--- config.mk ---
export PLATFORM = sky130hd
export DESIGN_NAME = hsw_row_ctrl
export DESIGN_NICKNAME = d
export VERILOG_FILES = /design/src/rtl/rowctl_pkg.sv /design/src/rtl/rowctl_addr_dec.sv /design/src/rtl/rowctl_seq.sv /design/src/rtl/rowctl_hold.sv /design/src/rtl/rowctl_tog_cnt.sv /design/src/rtl/hsw_row_ctrl.sv
export SDC_FILE = /design/constraint.sdc
export NUM_CORES = 1
export LEC_CHECK = 0
export BUFFER_PORTS_ARGS = -buffer_cell sky130_fd_sc_hd__buf_2
export CORE_MARGIN = 1.5
export CORE_UTILIZATION = 59
export CTS_CLUSTER_SIZE = 25
export DETAILED_ROUTE_END_ITERATION = 10
export PLACE_DENSITY = 0.86
export SLEW_MARGIN = 15
export SYNTH_ARGS = -nofsm -noshare
export SYNTH_HDL_FRONTEND = slang
export SYNTH_SLANG_ARGS = --single-unit
export TNS_END_PERCENT = 100
--- constraint.sdc ---
create_clock -name clk -period 12.2 [get_ports clk]
set_clock_uncertainty 0.1 [all_clocks]
set_input_delay 1.22 -clock clk [delete_from_list [all_inputs] [get_ports clk]]
set_output_delay 1.22 -clock clk [all_outputs]
set_load 0.01 [all_outputs]
--- src/rtl/rowctl_pkg.sv ---
package rowctl_pkg;
   typedef enum logic [1:0] {
      ST_IDLE  = 2'd0,
      ST_SETUP = 2'd1,
      ST_PULSE = 2'd2,
      ST_DONE  = 2'd3
   } seq_state_e;
endpackage

--- src/rtl/rowctl_addr_dec.sv ---
module rowctl_addr_dec #(
   parameter int SD_W  = 2,
   parameter int MWL_W = 5,
   parameter int BLK_W = 2,
   localparam int ROW_W = SD_W + MWL_W + BLK_W
) (
   input  logic [ROW_W-1:0] row_i,
   output logic [SD_W-1:0]  sd_idx_o,
   output logic [MWL_W-1:0] mwl_idx_o,
   output logic [BLK_W-1:0] blk_idx_o
);
   // Low bits: sub-decode, middle: main wordline, top: row block
   assign sd_idx_o  = row_i[SD_W-1:0];
   assign mwl_idx_o = row_i[SD_W +: MWL_W];
   assign blk_idx_o = row_i[ROW_W-1 -: BLK_W];
endmodule

--- src/rtl/rowctl_seq.sv ---
module rowctl_seq
   import rowctl_pkg::*;
#(
   parameter int PL_W = 4
) (
   input  logic            clk,
   input  logic            rst_n,
   input  logic            req_i,
   input  logic [PL_W-1:0] pulse_len_i,
   output logic            accept_o,
   output logic            pulse_on_o,
   output logic            pulse_end_o,
   output logic            idle_o,
   output logic            done_o
);
   seq_state_e      st_q;
   logic [PL_W-1:0] len_q;
   logic [PL_W-1:0] cnt_q;

   assign idle_o      = (st_q == ST_IDLE);
   assign accept_o    = idle_o && req_i;
   assign pulse_on_o  = (st_q == ST_PULSE);
   assign pulse_end_o = pulse_on_o && (cnt_q == '0);
   assign done_o      = (st_q == ST_DONE);

   always_ff @(posedge clk or negedge rst_n) begin
      if (!rst_n) begin
         st_q  <= ST_IDLE;
         len_q <= '0;
         cnt_q <= '0;
      end else begin
         unique case (st_q)
            ST_IDLE: if (req_i) begin
               len_q <= (pulse_len_i == '0) ? PL_W'(1) : pulse_len_i;
               st_q  <= ST_SETUP;
            end
            ST_SETUP: begin
               cnt_q <= len_q - PL_W'(1);
               st_q  <= ST_PULSE;
            end
            ST_PULSE: begin
               if (cnt_q == '0) st_q <= ST_DONE;
               else             cnt_q <= cnt_q - PL_W'(1);
            end
            default: st_q <= ST_IDLE;
         endcase
      end
   end


   done_single_chk: assert property (@(posedge clk) disable iff (!rst_n)
      done_o |=> !done_o);

   done_follows_pulse_chk: assert property (@(posedge clk) disable iff (!rst_n)
      pulse_end_o |=> (done_o && !pulse_on_o));
endmodule

--- src/rtl/rowctl_hold.sv ---
module rowctl_hold #(
   parameter int SD_W        = 2,
   parameter int BLK_W       = 2,
   parameter bit RET_HOLD_EN = 1'b1,
   localparam int NSD  = 1 << SD_W,
   localparam int NBLK = 1 << BLK_W
) (
   input  logic                clk,
   input  logic                rst_n,
   input  logic                accept_i,
   input  logic                ret_mode_i,
   input  logic [BLK_W-1:0]    blk_idx_i,
   input  logic [SD_W-1:0]     sd_idx_i,
   input  logic                pulse_end_i,
   input  logic                idle_i,
   output logic [NBLK*NSD-1:0] sd_o,
   output logic [NBLK-1:0]     blk_sel_o,
   output logic [NBLK-1:0]     tg_l_o,
   output logic [NBLK-1:0]     tg_r_o,
   output logic                mode_o
);
   logic                ret_eff;
   logic [NBLK-1:0]     blk_hit;
   logic [NBLK*NSD-1:0] sd_one;
   logic [NBLK*NSD-1:0] sd_all;
   logic [NBLK*NSD-1:0] sd_q;
   logic [NBLK-1:0]     blk_q, tgl_q, tgr_q;
   logic                held_q, mode_q;
   logic [BLK_W-1:0]    held_blk_q;
   logic                same_blk;

   if (RET_HOLD_EN) begin : g_hold
      assign ret_eff = ret_mode_i;
   end else begin : g_nohold
      assign ret_eff = 1'b0;
   end

   for (genvar b = 0; b < NBLK; b++) begin : g_blk
      assign blk_hit[b] = (blk_idx_i == BLK_W'(b));
      assign sd_one[b*NSD +: NSD] = blk_hit[b] ? (NSD'(1) << sd_idx_i) : '0;
      assign sd_all[b*NSD +: NSD] = {NSD{blk_hit[b]}};
   end

   assign same_blk = held_q && (held_blk_q == blk_idx_i);

   always_ff @(posedge clk or negedge rst_n) begin
      if (!rst_n) begin
         sd_q       <= '0;
         blk_q      <= '0;
         tgl_q      <= '0;
         tgr_q      <= '0;
         held_q     <= 1'b0;
         mode_q     <= 1'b0;
         held_blk_q <= '0;
      end else if (accept_i) begin
         mode_q <= ret_eff;
         if (ret_eff) begin
            if (!same_blk) begin
               sd_q       <= sd_all;
               blk_q      <= blk_hit;
               tgl_q      <= blk_hit;
               tgr_q      <= blk_hit;
               held_q     <= 1'b1;
               held_blk_q <= blk_idx_i;
            end
         end else begin
            sd_q   <= sd_one;
            blk_q  <= blk_hit;
            tgl_q  <= blk_hit;
            tgr_q  <= blk_hit;
            held_q <= 1'b0;
         end
      end else if ((pulse_end_i && !mode_q) || (idle_i && !ret_eff && held_q)) begin
         sd_q   <= '0;
         blk_q  <= '0;
         tgl_q  <= '0;
         tgr_q  <= '0;
         held_q <= 1'b0;
      end
   end

   assign sd_o      = sd_q;
   assign blk_sel_o = blk_q;
   assign tg_l_o    = tgl_q;
   assign tg_r_o    = tgr_q;
   assign mode_o    = mode_q;


   ret_same_blk_chk: assert property (@(posedge clk) disable iff (!rst_n)
      (accept_i && ret_eff && same_blk) |=> ($stable(sd_q) && $stable(tgl_q) && $stable(tgr_q)));

   normal_clear_chk: assert property (@(posedge clk) disable iff (!rst_n)
      (pulse_end_i && !mode_q) |=> (sd_q == '0 && blk_q == '0 && tgl_q == '0 && tgr_q == '0));

   exit_release_chk: assert property (@(posedge clk) disable iff (!rst_n)
      (idle_i && !accept_i && !ret_mode_i && held_q) |=> (sd_q == '0 && blk_q == '0));
endmodule

--- src/rtl/rowctl_tog_cnt.sv ---
module rowctl_tog_cnt #(
   parameter int IN_W  = 16,
   parameter int CNT_W = 16
) (
   input  logic             clk,
   input  logic             rst_n,
   input  logic [IN_W-1:0]  vec_i,
   output logic [CNT_W-1:0] cnt_o
);
   logic [IN_W-1:0]  prev_q;
   logic [CNT_W-1:0] cnt_q;

   always_ff @(posedge clk or negedge rst_n) begin
      if (!rst_n) begin
         prev_q <= '0;
         cnt_q  <= '0;
      end else begin
         prev_q <= vec_i;
         cnt_q  <= cnt_q + CNT_W'($countones(vec_i ^ prev_q));
      end
   end

   assign cnt_o = cnt_q;


   tog_monotone_chk: assert property (@(posedge clk) disable iff (!rst_n)
      (vec_i == prev_q) |=> $stable(cnt_q));
endmodule

--- src/rtl/hsw_row_ctrl.sv ---
module hsw_row_ctrl #(
   parameter int SD_W        = 2,
   parameter int MWL_W       = 5,
   parameter int BLK_W       = 2,
   parameter int PL_W        = 4,
   parameter int CNT_W       = 16,
   parameter bit RET_HOLD_EN = 1'b1,
   localparam int ROW_W = SD_W + MWL_W + BLK_W,
   localparam int NSD   = 1 << SD_W,
   localparam int NMWL  = 1 << MWL_W,
   localparam int NBLK  = 1 << BLK_W
) (
   input  logic                clk,
   input  logic                rst_n,
   input  logic                req_i,
   input  logic [ROW_W-1:0]    row_i,
   input  logic                ret_mode_i,
   input  logic [PL_W-1:0]     pulse_len_i,
   output logic                busy_o,
   output logic                done_o,
   output logic [NMWL-1:0]     mwl_o,
   output logic [NBLK*NSD-1:0] sd_o,
   output logic [NBLK-1:0]     blk_sel_o,
   output logic [NBLK-1:0]     tg_l_o,
   output logic [NBLK-1:0]     tg_r_o,
   output logic [CNT_W-1:0]    sd_tog_o,
   output logic [CNT_W-1:0]    tg_tog_o
);
   if (SD_W < 1 || SD_W > 3) begin : g_bad_sd
      $error("SD_W out of range");
   end
   if (MWL_W < 1 || MWL_W > 8) begin : g_bad_mwl
      $error("MWL_W out of range");
   end
   if (BLK_W < 1 || BLK_W > 6) begin : g_bad_blk
      $error("BLK_W out of range");
   end
   if (PL_W < 1 || CNT_W < 4) begin : g_bad_cnt
      $error("PL_W or CNT_W too small");
   end

   logic [SD_W-1:0]  sd_idx;
   logic [MWL_W-1:0] mwl_idx;
   logic [BLK_W-1:0] blk_idx;
   logic [MWL_W-1:0] mwl_idx_q;
   logic accept, pulse_on, pulse_end, idle, mode;

   rowctl_addr_dec #(.SD_W(SD_W), .MWL_W(MWL_W), .BLK_W(BLK_W)) u_dec (
      .row_i     (row_i),
      .sd_idx_o  (sd_idx),
      .mwl_idx_o (mwl_idx),
      .blk_idx_o (blk_idx)
   );

   rowctl_seq #(.PL_W(PL_W)) u_seq (
      .clk         (clk),
      .rst_n       (rst_n),
      .req_i       (req_i),
      .pulse_len_i (pulse_len_i),
      .accept_o    (accept),
      .pulse_on_o  (pulse_on),
      .pulse_end_o (pulse_end),
      .idle_o      (idle),
      .done_o      (done_o)
   );

   rowctl_hold #(.SD_W(SD_W), .BLK_W(BLK_W), .RET_HOLD_EN(RET_HOLD_EN)) u_hold (
      .clk         (clk),
      .rst_n       (rst_n),
      .accept_i    (accept),
      .ret_mode_i  (ret_mode_i),
      .blk_idx_i   (blk_idx),
      .sd_idx_i    (sd_idx),
      .pulse_end_i (pulse_end),
      .idle_i      (idle),
      .sd_o        (sd_o),
      .blk_sel_o   (blk_sel_o),
      .tg_l_o      (tg_l_o),
      .tg_r_o      (tg_r_o),
      .mode_o      (mode)
   );

   always_ff @(posedge clk or negedge rst_n) begin
      if (!rst_n)      mwl_idx_q <= '0;
      else if (accept) mwl_idx_q <= mwl_idx;
   end

   assign mwl_o  = pulse_on ? (NMWL'(1) << mwl_idx_q) : '0;
   assign busy_o = !idle;

   rowctl_tog_cnt #(.IN_W(NBLK*NSD), .CNT_W(CNT_W)) u_sd_cnt (
      .clk   (clk),
      .rst_n (rst_n),
      .vec_i (sd_o),
      .cnt_o (sd_tog_o)
   );

   rowctl_tog_cnt #(.IN_W(2*NBLK), .CNT_W(CNT_W)) u_tg_cnt (
      .clk   (clk),
      .rst_n (rst_n),
      .vec_i ({tg_l_o, tg_r_o}),
      .cnt_o (tg_tog_o)
   );


   mwl_onehot_chk: assert property (@(posedge clk) disable iff (!rst_n)
      $onehot0(mwl_o));

   tg_match_chk: assert property (@(posedge clk) disable iff (!rst_n)
      (mwl_o != '0) |-> ($onehot(blk_sel_o) && tg_l_o == blk_sel_o && tg_r_o == blk_sel_o));

   normal_one_sd_chk: assert property (@(posedge clk) disable iff (!rst_n)
      (mwl_o != '0 && !mode) |-> ($countones(sd_o) == 1));

   mwl_busy_chk: assert property (@(posedge clk) disable iff (!rst_n)
      (mwl_o != '0) |-> busy_o);
endmodule

Yosys cells after proc, flatten, opt, wreduce, memory -nomap -nowiden

Cells that the tools add are included.

Register bits: 95
Logic and storage cells: 99
Input port bits: 17

Equal/unequal tests: 11
Shift operators: 2
Reductions and logical operators: 21
Bitwise gates (word level): 3
Multiplexer cells: 23
Add/subtract/negate cells: 26

Operators with widths:

| cell                   | count |
|---|---|
| $add A16 B16 Y16       | 12 |
| $mux W16               | 4 |
| $mux W4                | 10 |
| $mux W32               | 1 |
| $shl A1 B5 Y32 const A | 1 |
| $add A1 B1 Y2          | 12 |
| $xor A16 B16 Y16       | 1 |
| $eq A2 B2 Y1 const B   | 4 |
| $logic_not A4 Y1       | 2 |
| $pmux W4 S2            | 1 |
| $reduce_and A2 Y1      | 4 |
| $sub A4 B1 Y4 const B  | 2 |
| $xor A8 B8 Y8          | 1 |
| $logic_and A1 B1 Y1    | 6 |
| $pmux W2 S3            | 1 |
| $eq A2 B1 Y1 const B   | 2 |
| $logic_not A2 Y1       | 2 |
| $mux W1                | 4 |
| $mux W2                | 2 |
| $ne A2 B2 Y1 const B   | 2 |
| $reduce_bool A2 Y1     | 2 |
| $shl A1 B2 Y4 const A  | 1 |
| $logic_not A1 Y1       | 3 |
| $ne A3 B3 Y1 const B   | 1 |
| other kinds (5)        | 5 |

Longest topological paths before layout

Word-level depth: 6
Gate-level depth with buffers: 15

Modules after synthesis

From an unflattened synthesis, not the netlist that was laid out.

Cell total of the unflattened synthesis: 517
Area, all modules: 5636.7 µm²

Modules (own cells, without submodules):

| module                    | cells an instance | times used | sequential area each (µm²) | area each (µm²) |
|---|---|---|---|---|
| rowctl_tog_cnt (u_sd_cnt) | 158               | 1          | 800.8                      | 1861.8 |
| rowctl_hold               | 151               | 1          | 600.6                      | 1517.7 |
| rowctl_tog_cnt (u_tg_cnt) | 85                | 1          | 600.6                      | 1183.6 |
| rowctl_seq                | 56                | 1          | 250.2                      | 586.8 |
| hsw_row_ctrl              | 58                | 1          | 125.1                      | 419.2 |
| rowctl_addr_dec           | 9                 | 1          | 0.0                        | 67.6 |

Worst setup path before layout

Ideal clock, no wire load.

Path type: register to register
From: register u_hold.sd_q[6] (netlist: u_hold.sd_o[6])
To: register u_sd_cnt.cnt_q[6] (netlist: u_sd_cnt.cnt_o[6])
Data arrival time: 4.550 ns
Path buffers: 0
Period minus slack after synthesis: 4.740 ns
Stages on the path, launching flop included: 16
Setup time: 0.090 ns
Slack: 7.460 ns
Data required time: 12.010 ns
Path through: dfrtp_1 > xor2_1 > ha_1 > fa_1 > inv_1 > fa_1 > fa_1 > fa_1 > inv_1 > fa_1 > inv_1 > fa_1 > nor2b_1 > o31a_1 > or4b_1 > o2111ai_1

Longest elaborated chain between the ends: 6

Ends and longest elaborated chain:

| item                                                 | line                 | source |
|---|---|---|
| from (decl)                                          | rowctl_hold.sv:26    | `logic [NBLK*NSD-1:0] sd_q;` |
| from (signal assigned)                               | rowctl_hold.sv:59    | `sd_q <= sd_all;` |
| from (signal assigned)                               | rowctl_hold.sv:67    | `sd_q <= sd_one;` |
| $xor A16 B16 Y16                                     | rowctl_tog_cnt.sv:19 | `cnt_q <= cnt_q + CNT_W'($countones(vec_i ^ prev_q));` |
| $add A1 B1 Y2 (implied by the code)                  | rowctl_tog_cnt.sv:19 |  |
| $add A16 B16 Y16 (implied by the code) (3 in series) | rowctl_tog_cnt.sv:19 |  |
| $add A16 B16 Y16                                     | rowctl_tog_cnt.sv:19 |  |
| to (signal assigned)                                 | rowctl_tog_cnt.sv:19 |  |
| to (decl)                                            | rowctl_tog_cnt.sv:11 | `logic [CNT_W-1:0] cnt_q;` |

Every way passes these cells.
A chain may end at the register's enable or synchronous reset.

Worst setup path in the final report

Ends and elaborated chain as after synthesis.

==> impl_results.md <==
* Status: complete, no violations
* Synth Cell Area at 5104 um^2
* Routed vias at 3,650
* Fillers at 588
* Critical Path AT at 5.10 ns
* Cells after Synth at 462
* ANT cells at 0
* Worst hold path type: reg2reg
* CTS root buf: clkbuf_8
* Ys Warns at 0
* Simple-gate portion of the synthesized area at 0.1412
* CTS tree: done
* Largest net degree at the start of global routing at 64
* Reg2Reg Depth at 15
* Mux contribution to synthesized area at 0.08482
* DP HPWL at 7772 um
* DP Cell Count at 662
* DIE HEIGHT at 96.01 um
* Layout cells sized above 1 at 0.2810
* Yosys top cell by area: dfrtp_1
* Buffers on Ports at 110
* Setup violations, final at 0
* Chip Width at 96.01 um
* Compound-gate portion of the synthesized area at 0.05761
* WL/cell at 15.01 um
* Hold Buf Count CTS at 0
* Setup Buffers After CTS at 0
* Initial antenna violation count at 0
* Worst slew margin at 0.4831
* Total GRT Usage at 0.2377
* Leakage power at 3.232 nW
* CP Data Required Time at 12.37 ns
* Synth area leaders: dfrtp_1, ha_1, fa_1, xor2_1, mux2_4
* Yosys reg bits at 91
* Hold Violations, Final at 0
* WL final at 10,180 um
* Xor/xnor share of the synthesized area at 0.08237
* Main combinational cell family by area after synthesis: simple AND/OR/NAND/NOR gates
* Slew at the pin closest to its max-slew limit at 0.7754 ns
* IO Pins at 111
* ANT nets after route at 0
* Crit. End Element: flip-flop
* Critical path type: reg2reg
* Avg Inst Size Synth at 11.05 um^2
* Slew Viols, Final at 0
* Final-stage net count at 631
* Initial Util at 0.6150
* Post-synth EDFFs at 0
* Post-Layout Cell Count at 678
* Post-synth top area share at 0.4462
* Final Cycle Share at 0.4041
* RePlAce Congestion at 0.8094
* Sink Count at 91
* Worst hold path endpoint: u_sd_cnt.prev_q[2]$_DFF_PN0_
* Area Overhead vs Synth at 15.44%
* Min Tclk post-route at 4.930 ns
* Die area at 9217 um^2
* Worst-skew pair later-pin latency at 0.35 ns
* Post-CTS Resized at 0
* Ys async rst share at 1.000
* Prevailing post-synth register cell: dfrtp_1
* Starting DRT DRC Count at 156
* Worst R2R Setup Slack at 7.27 ns
* Vias in the first global route at 3,522
* Placeable Area at 8299 um^2
* CP Max Fanout at 9
* Vias per cell at 5.383
* Register clock-pin slew on the reported worst setup and hold paths at 0.10 ns
* Max Cap Viol at 0
* P per Cell Area at 262.3 nW/um^2
* Setup tns final at 0 ns
* Placement Rows at 33
* Gr ovfl total at 0
* Peak Freq at 0.2029 GHz
* DRC viols at 0
* Post-synthesis sequential area ratio at 0.4462
* Critical path startpoint category: flip-flop
* Clock Tree Buf Depth at 2
* H-tree lvl count at 3
* Critical R2R Capture: u_sd_cnt.cnt_o[6]$_DFF_PN0_
* First-pass GRT wire length at 16,780 um
* Reg2reg start: u_hold.sd_o[6]$_DFFE_PN0P_
* Hold Path Stages at 0
* Pre-antenna DRT Iters at 4
* Synthesized Nets at 525
* Worst vdd ir at 0.1435 mV
* CTS buffer count at 9
* RSZ-0062 raised after global routing: false
* Unique masters post-synth at 47
* Hold Startpoint: u_hold.sd_o[2]$_DFFE_PN0P_
* Post-Synth Adder-Cell Area at 0.1363
-- placed cells by master (no fill, tap or decap), drive strengths merged, types with 6 or more instances in the layout --
master / synthesis / final
buf: 11 / 112
dfrtp: 91 / 91
nor2: 51 / 51
inv: 41 / 44
ha: 30 / 30
xor2: 29 / 29
mux2: 26 / 26
nand2: 21 / 21
xnor2: 19 / 19
fa: 16 / 16
nand3: 15 / 15
a21oi: 14 / 14
o21ai: 12 / 12
nor2b: 11 / 11
clkbuf: 6 / 9
nand4: 8 / 8
mux2i: 8 / 8
nor3: 6 / 6
-- critical path: stages, from the launching register on --
cell and delay (ns):
dfrtp_1 0.43, xor2_1 0.16, ha_1 0.33, fa_1 0.55
inv_1 0.05, fa_1 0.49, fa_1 0.44, fa_1 0.54
inv_1 0.05, fa_1 0.43, inv_1 0.09, fa_1 0.20
nor2b_1 0.07, o31a_1 0.33, or4b_1 0.49, o2111ai_1 0.10
-- metrics by stage --
step           setup slack (ns)  utilization  power [W]  hold WS (ns)  area, um^2
3_3_place_gp              7.389       0.6861   0.001282        0.3136        5694
2_1_floorplan             7.460            -   0.001140        0.3388        5104
4_1_cts                   7.259       0.7099   0.001561        0.3414        5892
5_1_grt                   7.095       0.7099   0.001701        0.3660        5892
3_5_place_dp              7.296       0.6861   0.001352        0.3273        5694
6_report                  7.270       0.7099   0.001545        0.3404        5892
-- cell usage after synthesis, drive strengths merged (2+ instances only) --
library cell	count
nor2b	11
and2	2
a21oi	14
nor3	6
nor3b	3
nand4	8
or4b	3
nand2b	3
inv	41
nand2	21
clkbuf	6
dfrtp	91
or2	2
a21o	3
o311ai	2
nand4b	2
xor2	29
nor4	3
fa	16
a211oi	4
buf	11
nand3	15
mux2i	8
and4	2
o21bai	2
o21ai	12
ha	30
and3	5
xnor2	19
nor2	51
mux2	26
-- state kept, by name (all words and copies together), names as in the netlist --
| register | flops |
|---|---|
| u_tg_cnt.prev_q | 4 |
| u_seq.st_q | 2 |
| u_seq.cnt_q | 4 |
| u_hold.held_q | 1 |
| u_hold.sd_o | 16 |
| u_sd_cnt.prev_q | 16 |
| u_hold.blk_sel_o | 4 |
| u_tg_cnt.cnt_o | 16 |
| u_hold.held_blk_q | 2 |
| u_hold.mode_o | 1 |
| mwl_idx_q | 5 |
| u_seq.len_q | 4 |
| u_sd_cnt.cnt_o | 16 |
-- where the power goes --
part	internal, W	total [W]	leakage [nW]	switching [W]
Combinational	0.000381	0.000863	1.94	0.000482
Sequential	0.000397	0.000476	1.19	0.0000789
Clock	0.0000963	0.000207	0.100	0.000110
-- worst max path at each step --
stage                                    start                          end  slack (ns)  cells past startpoint
global placement    u_hold.sd_o[6]$_DFFE_PN0P_  u_sd_cnt.cnt_o[6]$_DFF_PN0_        7.39                     15
finish              u_hold.sd_o[6]$_DFFE_PN0P_  u_sd_cnt.cnt_o[6]$_DFF_PN0_        7.27                     15
detailed placement  u_hold.sd_o[6]$_DFFE_PN0P_  u_sd_cnt.cnt_o[6]$_DFF_PN0_        7.30                     15
global route        u_hold.sd_o[6]$_DFFE_PN0P_  u_sd_cnt.cnt_o[6]$_DFF_PN0_        7.10                     15
CTS                 u_hold.sd_o[6]$_DFFE_PN0P_  u_sd_cnt.cnt_o[6]$_DFF_PN0_        7.26                     15
floorplan           u_hold.sd_o[6]$_DFFE_PN0P_  u_sd_cnt.cnt_o[6]$_DFF_PN0_        7.46                     15
-- kinds of logic after synthesis --
| family | Yosys count |
|---|---|
| buf+inv | 58 |
| mux | 34 |
| compound gates | 45 |
| flops | 91 |
| simple gates | 140 |
| fa+ha+maj | 46 |
| xor+xnor | 48 |
-- metal layers --
layer	GRT usage	part of all wire	up-vias
met5	0	0	-
met4	0.07108	0.014	0
met3	0.04186	0.035	12
met2	0.4231	0.52	97
met1	0.2936	0.43	1790
li1	-	-	1751
-- final cells by class --
| class | instances | area (um^2) | area share |
|---|---|---|---|
| Multi-Input combinational cell | 313 | 2564 | 0.4351 |
| Sequential cell | 91 | 2277 | 0.3865 |
| Timing Repair Buffer | 112 | 568.0 | 0.09641 |
| Inverter | 41 | 153.9 | 0.02612 |
| Tap cell | 105 | 131.4 | 0.02230 |
| Clock buffer | 9 | 123.9 | 0.02102 |
| Clock inverter | 7 | 73.82 | 0.01253 |
No activity file was read; power rests on OpenSTA's default activity.
